==> config.mk <==
export PLATFORM = sky130hd
export DESIGN_NAME = buck_gate_sequencer
export DESIGN_NICKNAME = d
export VERILOG_FILES = /design/src/rtl/buck_gate_pkg.sv /design/src/rtl/buck_dead_timer.sv /design/src/rtl/buck_phase_fsm.sv /design/src/rtl/buck_gate_sequencer.sv
export SDC_FILE = /design/constraint.sdc
export NUM_CORES = 1
export LEC_CHECK = 0
export BUFFER_PORTS_ARGS = -buffer_cell sky130_fd_sc_hd__buf_2
export CORE_AREA = 2 2 39 41
export DETAILED_ROUTE_END_ITERATION = 10
export DIE_AREA = 0 0 41 43
export GPL_TIMING_DRIVEN = 0
export SLEW_MARGIN = 10
export SYNTH_ARGS = -nofsm -noshare
export SYNTH_HDL_FRONTEND = slang
export SYNTH_SLANG_ARGS = --single-unit
==> constraint.sdc <==
create_clock -name clk -period 2.27 [get_ports clk]
set_input_delay 0.227 -clock clk [delete_from_list [all_inputs] [get_ports clk]]
set_output_delay 0.227 -clock clk [all_outputs]
set_load 0.005 [all_outputs]
==> src/rtl/buck_gate_pkg.sv <==
package buck_gate_pkg;

   typedef enum logic [2:0] {
      PH_OFF     = 3'd0,
      PH_HS_WAIT = 3'd1,
      PH_HS_ON   = 3'd2,
      PH_LS_WAIT = 3'd3,
      PH_LS_ON   = 3'd4,
      PH_PARK    = 3'd5
   } phase_e;

   localparam int SIDE_HS = 0;
   localparam int SIDE_LS = 1;
   localparam int N_SIDES = 2;

endpackage

==> src/rtl/buck_dead_timer.sv <==
module buck_dead_timer #(
   parameter int DEAD_CYC = 2
) (
   input  logic clk,
   input  logic rst_n,
   input  logic clr,
   input  logic arm,
   output logic done
);
   localparam int CW = (DEAD_CYC > 1) ? $clog2(DEAD_CYC) : 1;
   localparam logic [CW-1:0] LAST = CW'(DEAD_CYC - 1);

   logic [CW-1:0] cnt;

   assign done = arm && (cnt == LAST);

   always_ff @(posedge clk) begin
      if (!rst_n)                 cnt <= '0;
      else if (clr || !arm || done) cnt <= '0;
      else                        cnt <= cnt + 1'b1;
   end

endmodule

==> src/rtl/buck_phase_fsm.sv <==
module buck_phase_fsm
   import buck_gate_pkg::*;
(
   input  logic clk,
   input  logic rst_n,
   input  logic enable,
   input  logic pwm_req,
   input  logic ccm_force,
   input  logic hs_low,
   input  logic ls_low,
   input  logic zero_cross,
   input  logic hs_done,
   input  logic ls_done,
   output logic hs_clr,
   output logic ls_clr,
   output logic hs_gate,
   output logic ls_gate
);
   phase_e cur, nxt;

   always_comb begin
      nxt = cur;
      if (!enable) begin
         nxt = PH_OFF;
      end else begin
         unique case (cur)
            PH_OFF:     nxt = pwm_req ? PH_HS_WAIT : PH_LS_WAIT;
            PH_HS_WAIT: if (!pwm_req)     nxt = PH_LS_WAIT;
                        else if (hs_done) nxt = PH_HS_ON;
            PH_HS_ON:   if (!pwm_req)     nxt = PH_LS_WAIT;
            PH_LS_WAIT: if (pwm_req)      nxt = PH_HS_WAIT;
                        else if (ls_done) nxt = PH_LS_ON;
            PH_LS_ON:   if (pwm_req)      nxt = PH_HS_WAIT;
                        else if (!ccm_force && zero_cross) nxt = PH_PARK;
            PH_PARK:    if (pwm_req)      nxt = PH_HS_WAIT;
            default:    nxt = PH_OFF;
         endcase
      end
   end

   assign hs_clr = (cur != PH_HS_WAIT) || (nxt != cur);
   assign ls_clr = (cur != PH_LS_WAIT) || (nxt != cur);

   always_ff @(posedge clk) begin
      if (!rst_n) begin
         cur     <= PH_OFF;
         hs_gate <= 1'b0;
         ls_gate <= 1'b0;
      end else begin
         cur     <= nxt;
         hs_gate <= (nxt == PH_HS_ON);
         ls_gate <= (nxt == PH_LS_ON);
      end
   end


   no_overlap_chk: assert property (@(posedge clk) disable iff (!rst_n)
      !(hs_gate && ls_gate));

   disable_off_chk: assert property (@(posedge clk) disable iff (!rst_n)
      !enable |=> (!hs_gate && !ls_gate));

   hs_entry_chk: assert property (@(posedge clk) disable iff (!rst_n)
      $rose(hs_gate) |-> ($past(ls_low) && !$past(ls_gate)));

   ls_entry_chk: assert property (@(posedge clk) disable iff (!rst_n)
      $rose(ls_gate) |-> ($past(hs_low) && !$past(hs_gate)));

   pwm_cuts_ls_chk: assert property (@(posedge clk) disable iff (!rst_n)
      (pwm_req && ls_gate) |=> (!ls_gate && !hs_gate));

   ccm_hold_chk: assert property (@(posedge clk) disable iff (!rst_n)
      (enable && ccm_force && !pwm_req && ls_gate) |=> ls_gate);

   dem_cut_chk: assert property (@(posedge clk) disable iff (!rst_n)
      (enable && !ccm_force && zero_cross && !pwm_req && ls_gate) |=> !ls_gate);

   hs_hold_chk: assert property (@(posedge clk) disable iff (!rst_n)
      (enable && pwm_req && hs_gate) |=> hs_gate);

   hs_drop_chk: assert property (@(posedge clk) disable iff (!rst_n)
      !pwm_req |=> !hs_gate);

endmodule

==> src/rtl/buck_gate_sequencer.sv <==
module buck_gate_sequencer
   import buck_gate_pkg::*;
#(
   parameter int DEAD_CYC = 2
) (
   input  logic clk,
   input  logic rst_n,
   input  logic enable,
   input  logic pwm_req,
   input  logic ccm_force,
   input  logic hs_low,
   input  logic ls_low,
   input  logic zero_cross,
   output logic hs_gate,
   output logic ls_gate
);
   if (DEAD_CYC < 1) begin : g_bad_dead
      $error("DEAD_CYC must be at least 1");
   end

   logic [N_SIDES-1:0] t_clr, t_arm, t_done;

   // each side waits on the opposite gate's sensed-low flag
   assign t_arm[SIDE_HS] = ls_low;
   assign t_arm[SIDE_LS] = hs_low;

   for (genvar s = 0; s < N_SIDES; s++) begin : g_side
      buck_dead_timer #(.DEAD_CYC(DEAD_CYC)) u_timer (
         .clk  (clk),
         .rst_n(rst_n),
         .clr  (t_clr[s]),
         .arm  (t_arm[s]),
         .done (t_done[s])
      );
   end

   buck_phase_fsm u_fsm (
      .clk       (clk),
      .rst_n     (rst_n),
      .enable    (enable),
      .pwm_req   (pwm_req),
      .ccm_force (ccm_force),
      .hs_low    (hs_low),
      .ls_low    (ls_low),
      .zero_cross(zero_cross),
      .hs_done   (t_done[SIDE_HS]),
      .ls_done   (t_done[SIDE_LS]),
      .hs_clr    (t_clr[SIDE_HS]),
      .ls_clr    (t_clr[SIDE_LS]),
      .hs_gate   (hs_gate),
      .ls_gate   (ls_gate)
   );

endmodule

# ---- After elaboration in Yosys (flattened, before gate mapping)
# Index checks and enable logic that the tools add are counted.
dict set report totals {
  input_bits 8
  output_inout_bits 2
  elab_cells 44
  register_bits 7
}
dict set report op_classes {
  n_eq_ne 10
  reduce_logical 15
  n_mux 11
  bitwise_logic 1
  add_sub_neg 2
}
# cell count
set ops {}
lappend ops {{3-bit 2-to-1 mux} 9}
lappend ops {{3-bit one-hot mux with 6 select lines} 1}
lappend ops {{3-bit by 2-bit equality test with 1-bit output, second input constant} 3}
lappend ops {{3-bit equality test, second input constant} 3}
lappend ops {{1-bit logical OR} 6}
lappend ops {{2-bit OR reduction} 2}
lappend ops {{3-bit by 1-bit equality test with 1-bit output, second input constant} 1}
lappend ops {{1-bit logical AND} 3}
lappend ops {{1-bit zero test} 3}
lappend ops {{3-bit zero test} 1}
lappend ops {{3-bit by 1-bit inequality test with 1-bit output, second input constant} 1}
lappend ops {{3-bit by 2-bit inequality test with 1-bit output, second input constant} 1}
lappend ops {{3-bit inequality test} 1}
lappend ops {{1-bit adder, second input constant} 2}
lappend ops {{2-bit 2-to-1 mux} 1}
lappend ops {{1-bit NOT} 1}

# ---- Depth between registers and ports, before layout
dict set report depth {
  word_depth 11
  ltp_mapped 4
  depth_no_buf 4
}

# ---- Cells and area by module
# Synthesis repeated with hierarchy kept, for this count alone.
dict set report unflattened {
  cells_unflattened 37
  area_unflattened_um2 355.3
}
# module n_inst cells_each area_each_um2
set modules_own_cells {}
lappend modules_own_cells {buck_phase_fsm 1 31 275.3}
lappend modules_own_cells {buck_dead_timer 2 3 40.0}

# ---- Worst setup path after synthesis
# No wires, ideal clock.
dict set report synth_path {
  kind {flip-flop to flip-flop}
  from {register u_fsm.cur[2]}
  to {register g_side[0].u_timer.cnt}
  path_stages_with_launch 5
  path_slack_ns 1.022
  t_arrival_ns 1.130
  path_buffers 0
  path_cell_list {dfxtp_1 -> and4bb_1 -> a221oi_2 -> a31o_2 -> and4bb_2}
}
dict set report synth_via {
  elab_chain_len 9
}
# item line
set synth_rtl {}
lappend synth_rtl {{start: declaration} buck_phase_fsm.sv:19} ;# phase_e cur, nxt;
lappend synth_rtl {{start signal: assignment} buck_phase_fsm.sv:50} ;# cur <= nxt;
lappend synth_rtl {{3-bit 2-to-1 mux, on equally long branches} {buck_phase_fsm.sv:34, buck_phase_fsm.sv:29, buck_phase_fsm.sv:32}}
lappend synth_rtl {{3-bit 2-to-1 mux, on equally long branches} {buck_phase_fsm.sv:33, buck_phase_fsm.sv:28, buck_phase_fsm.sv:31}}
lappend synth_rtl {{3-bit one-hot mux with 6 select lines} buck_phase_fsm.sv:26} ;# unique case (cur)
lappend synth_rtl {{3-bit 2-to-1 mux} buck_phase_fsm.sv:23} ;# if (!enable) begin
lappend synth_rtl {{3-bit inequality test} buck_phase_fsm.sv:41} ;# assign hs_clr = (cur != PH_HS_WAIT) || (nxt != cur);
lappend synth_rtl {{1-bit logical OR *} buck_phase_fsm.sv:41}
lappend synth_rtl {{1-bit logical OR * (2 in a row)} buck_dead_timer.sv:19} ;# else if (clr || !arm || done) cnt <= '0;
lappend synth_rtl {{2-bit OR reduction (no line) *} -}
lappend synth_rtl {{end signal: assignment} buck_dead_timer.sv:20} ;# else cnt <= cnt + 1'b1;
lappend synth_rtl {{end: declaration} buck_dead_timer.sv:13} ;# logic [CW-1:0] cnt;
# Mark *: on every way between the ends. The rest lies on a longest branch, timed or not.
# A chain may end at the register's enable or synchronous reset.

# ---- Worst setup path in the final report
# Ends and elaborated chain as after synthesis.

==> results.txt <==
The worst-margin pin slew came out at between 0.2 and 0.3 ns. The post-synthesis to final-layout area growth came out at 28.5%. The routed via count divided by cell count came out at roughly 4.9.

Headroom to the max-slew limit came out at 81.8%. The total chip power is 0.265 mW. The final worst setup slack is just under 0.9 ns. STA classifies the critical path startpoint as a register. The placer congestion estimate came out at around 0.76. The type of element capturing the critical path is a register. During synthesis, Yosys emitted a total of 0 warnings. The analysis attributes to cell leakage a power of 0.164 nW. The buffer and inverter count on the worst path came out at 0. Entering global routing, the biggest net connects 9 pins.

The final layout net count is 53. Hold repair after CTS inserted 0 buffers. The clock slew at the register clock pins of the worst setup and hold paths is 0.05 ns. Setup repair after global routing left no endpoint under its margin. The first-pass iteration count of the detailed router came out at 5. After filler insertion, the fill cell instance count of the layout stands at 155. Wires add up to 692 um. The count of cells resized by post-cts repair is 0. The global-route usage over all layers is 10.2%. The I/O pin count is 10. The via count of the first global-routing pass was 287. The final core area utilization came out at slightly below 30%. The minimum period implied by the final worst setup slack is between 1 and 1.5 ns.

The number of standard-cell rows in the floorplan came out at 14. The total clock sinks is 7. The delay of the slowest critical-path stage is 0.47 ns. The net count after synthesis came out at 39. The critical path goes through and4bb_1 -> a221oi_2 -> a31o_2 -> and4bb_2. In this run the number of H-tree levels came out at 1. The remaining antenna violation count after routing is 0. The die area came out at 0.00176 mm2.

The power per standard cell area is 645 mW/mm2. Registers take 140 um2. Of all nets on the critical path, the largest fanout is 8.

The top cell types in the final layout, fill and taps aside, are 9 x buf_2, 7 x dfxtp_1, 3 x clkbuf_4. The area occupied by multi-input gates is 176 um2. The min-delay analysis places its worst path in the category input pin to register.

The share of the synthesized area in the top cell type is 43.7%. The count of input and output buffers is 9. The portion of the post-synthesis area used by sequential elements is approximately 44%.

After synthesis, the largest family of logic cells by area is simple AND/OR/NAND/NOR gates. The simple-gate portion of the synthesized area is 34.8%. The maximum number of buffers from clock root to sink came out at 2. The arrival time at the worst endpoint came out at 1.58 ns. The maximum VDD drop came out at ~0.16 mV. The final-report setup violation count came out at 0. The portion of netlist area occupied by mux cells is 3.52%. The total grt overflow is 0. By area the synthesized netlist is led by dfxtp_1 44%, a31o_2 5.5%, a221oi_2 4.7%. The core region area came out at roughly 0.0014 mm2.

The synthesized netlist devotes 16.8% of its cell area to compound gates. Leaving out fill and tap cells, the most frequent cell in the layout is buf_2. In this run the post-CTS setup repair buffer count came out at 0.

The mapped netlist covers 320 um2. The number of unique standard cell types used by synthesis is 21. The detailed placement HPWL came out at 499 um. The number of CTS-inserted buffers is 3. The share of the clock period used by the worst path after layout came out at around 60%. The flow ran to the end, and the final reports show no timing, DRC or antenna violations. The adder-cell share of the synthesized area is 0%. The synthesized instance count is 31. The number of violations reported at the end of detailed-routing iteration 0 came out at 9. The die span in x is 41 um. The type of the worst setup path is register to register. The post-detailed-route wirelength per cell came out at 11.5 um. In this design, the largest share of critical-path delay is due to simple AND/OR/NAND/NOR gates. Of the total synthesized cell area, the portion taken by XOR and XNOR cells is 0%. For this run, design rule violations remaining after detail routing come to 0. The count of final hold-check violations came out at 0. The count of final max-slew check failures is 0. The worst hold margin is 0.193 ns. The tree is rooted in a clkbuf_4. The tool flagged a number of max-cap violations equal to 0.

The setup slack after placement came out at between 0.9 and 1 ns. The effective utilization at floorplan came out at between 20 and 25%. The global-route wire length before repair came out at 1.12 mm. TritonCTS built the clock tree.

The layout cell share with drive strength beyond 1 is 40.9%. The setup clock skew after layout is 0.00416 ns. The initial antenna violation count was 0. The average size of a mapped cell is 10.3 um2.

The cell with the largest stage delay on the worst path is dfxtp_1. The vertical die dimension is 43 um. The final antenna diode count is 0. dfxtp_1 takes more of the synthesized area than any other cell.

After synthesis the netlist holds a flip-flop and latch count of 7. The clock insertion delay at the later pin of the skew report is 0.25 ns. The achievable frequency is 722 MHz.

The worst path required time came out at between 2 and 2.5 ns. The total negative slack is 0 ns. The count of vias placed by the detailed router came out at 291.
[flip-flops by register name, summed over array words and instances (netlist names)]
register            flops
g_side.u_timer.cnt      2
u_fsm.cur               3
u_fsm.hs_gate           1
u_fsm.ls_gate           1
[cell type report]
cell class / count / area share, %
Clock buffer: 4 / 6.38
Inverter: 1 / 0.912
Multi-Input combinational cell: 23 / 42.9
Sequential cell: 7 / 34.0
Tap cell: 16 / 4.86
Timing Repair Buffer: 9 / 10.9
[cell usage after synthesis]
cell      instances
a221oi_2          1
nor2_1            1
and2_1            2
a31o_2            2
a31oi_1           1
dfxtp_1           7
mux2_2            1
nor4_1            1
a22oi_1           1
nand2_1           1
nand4_1           1
nand4b_1          1
nand3_1           2
nor3_1            1
nand2b_1          2
nor3_2            1
inv_1             1
a211oi_1          1
and4bb_1          1
nor3b_1           1
and4bb_2          1
[logic make-up after synthesis]
logic type / count (synthesis)
AOI/OAI and AO/OA: 6
muxes: 1
DFF: 7
and+or+nand+nor: 16
buffers and inverters: 1
[where the power goes]
group	total [mW]	switching, mW	internal, mW	leakage [nW]
sequential	0.129	0.00379	0.126	0.0568
clock	0.115	0.0476	0.0672	0.0150
combinational	0.0211	0.0100	0.0111	0.0922
total	0.265	0.0614	0.204	0.164
[worst paths after layout]
kind / start / to / slack [ns] / cells after the start
setup / recovery: u_fsm.cur[2]$_SDFF_PN0_ / g_side[0].u_timer.cnt$_SDFF_PP0_ / 0.89 / 4
hold / removal: pwm_req / u_fsm.cur[2]$_SDFF_PN0_ / 0.19 / 2
setup reg to reg: u_fsm.cur[2]$_SDFF_PN0_ / g_side[0].u_timer.cnt$_SDFF_PP0_ / 0.89 / 4
hold reg to reg: g_side[1].u_timer.cnt$_SDFF_PP0_ / g_side[1].u_timer.cnt$_SDFF_PP0_ / 0.45 / 1
[layer usage]
| metal | track usage [%] | wire length, um | share of wire (%) |
|---|---|---|---|
| met2 | 14.1 | 338 | 49 |
| met3 | 7.85 | 50 | 7.2 |
| met4 | 8.00 | 0 | 0 |
| met1 | 9.65 | 304 | 44 |
| met5 | 0 | 0 | 0 |
[through the flow]
stage / area (um2) / std cells
finish: 412 / 60
global route: 412 / 60
CTS: 412 / 60
detailed placement: 385 / 56
global placement: 385 / 56
floorplan: 320 / 31
Note: power is estimated with default switching activity, not from simulation.
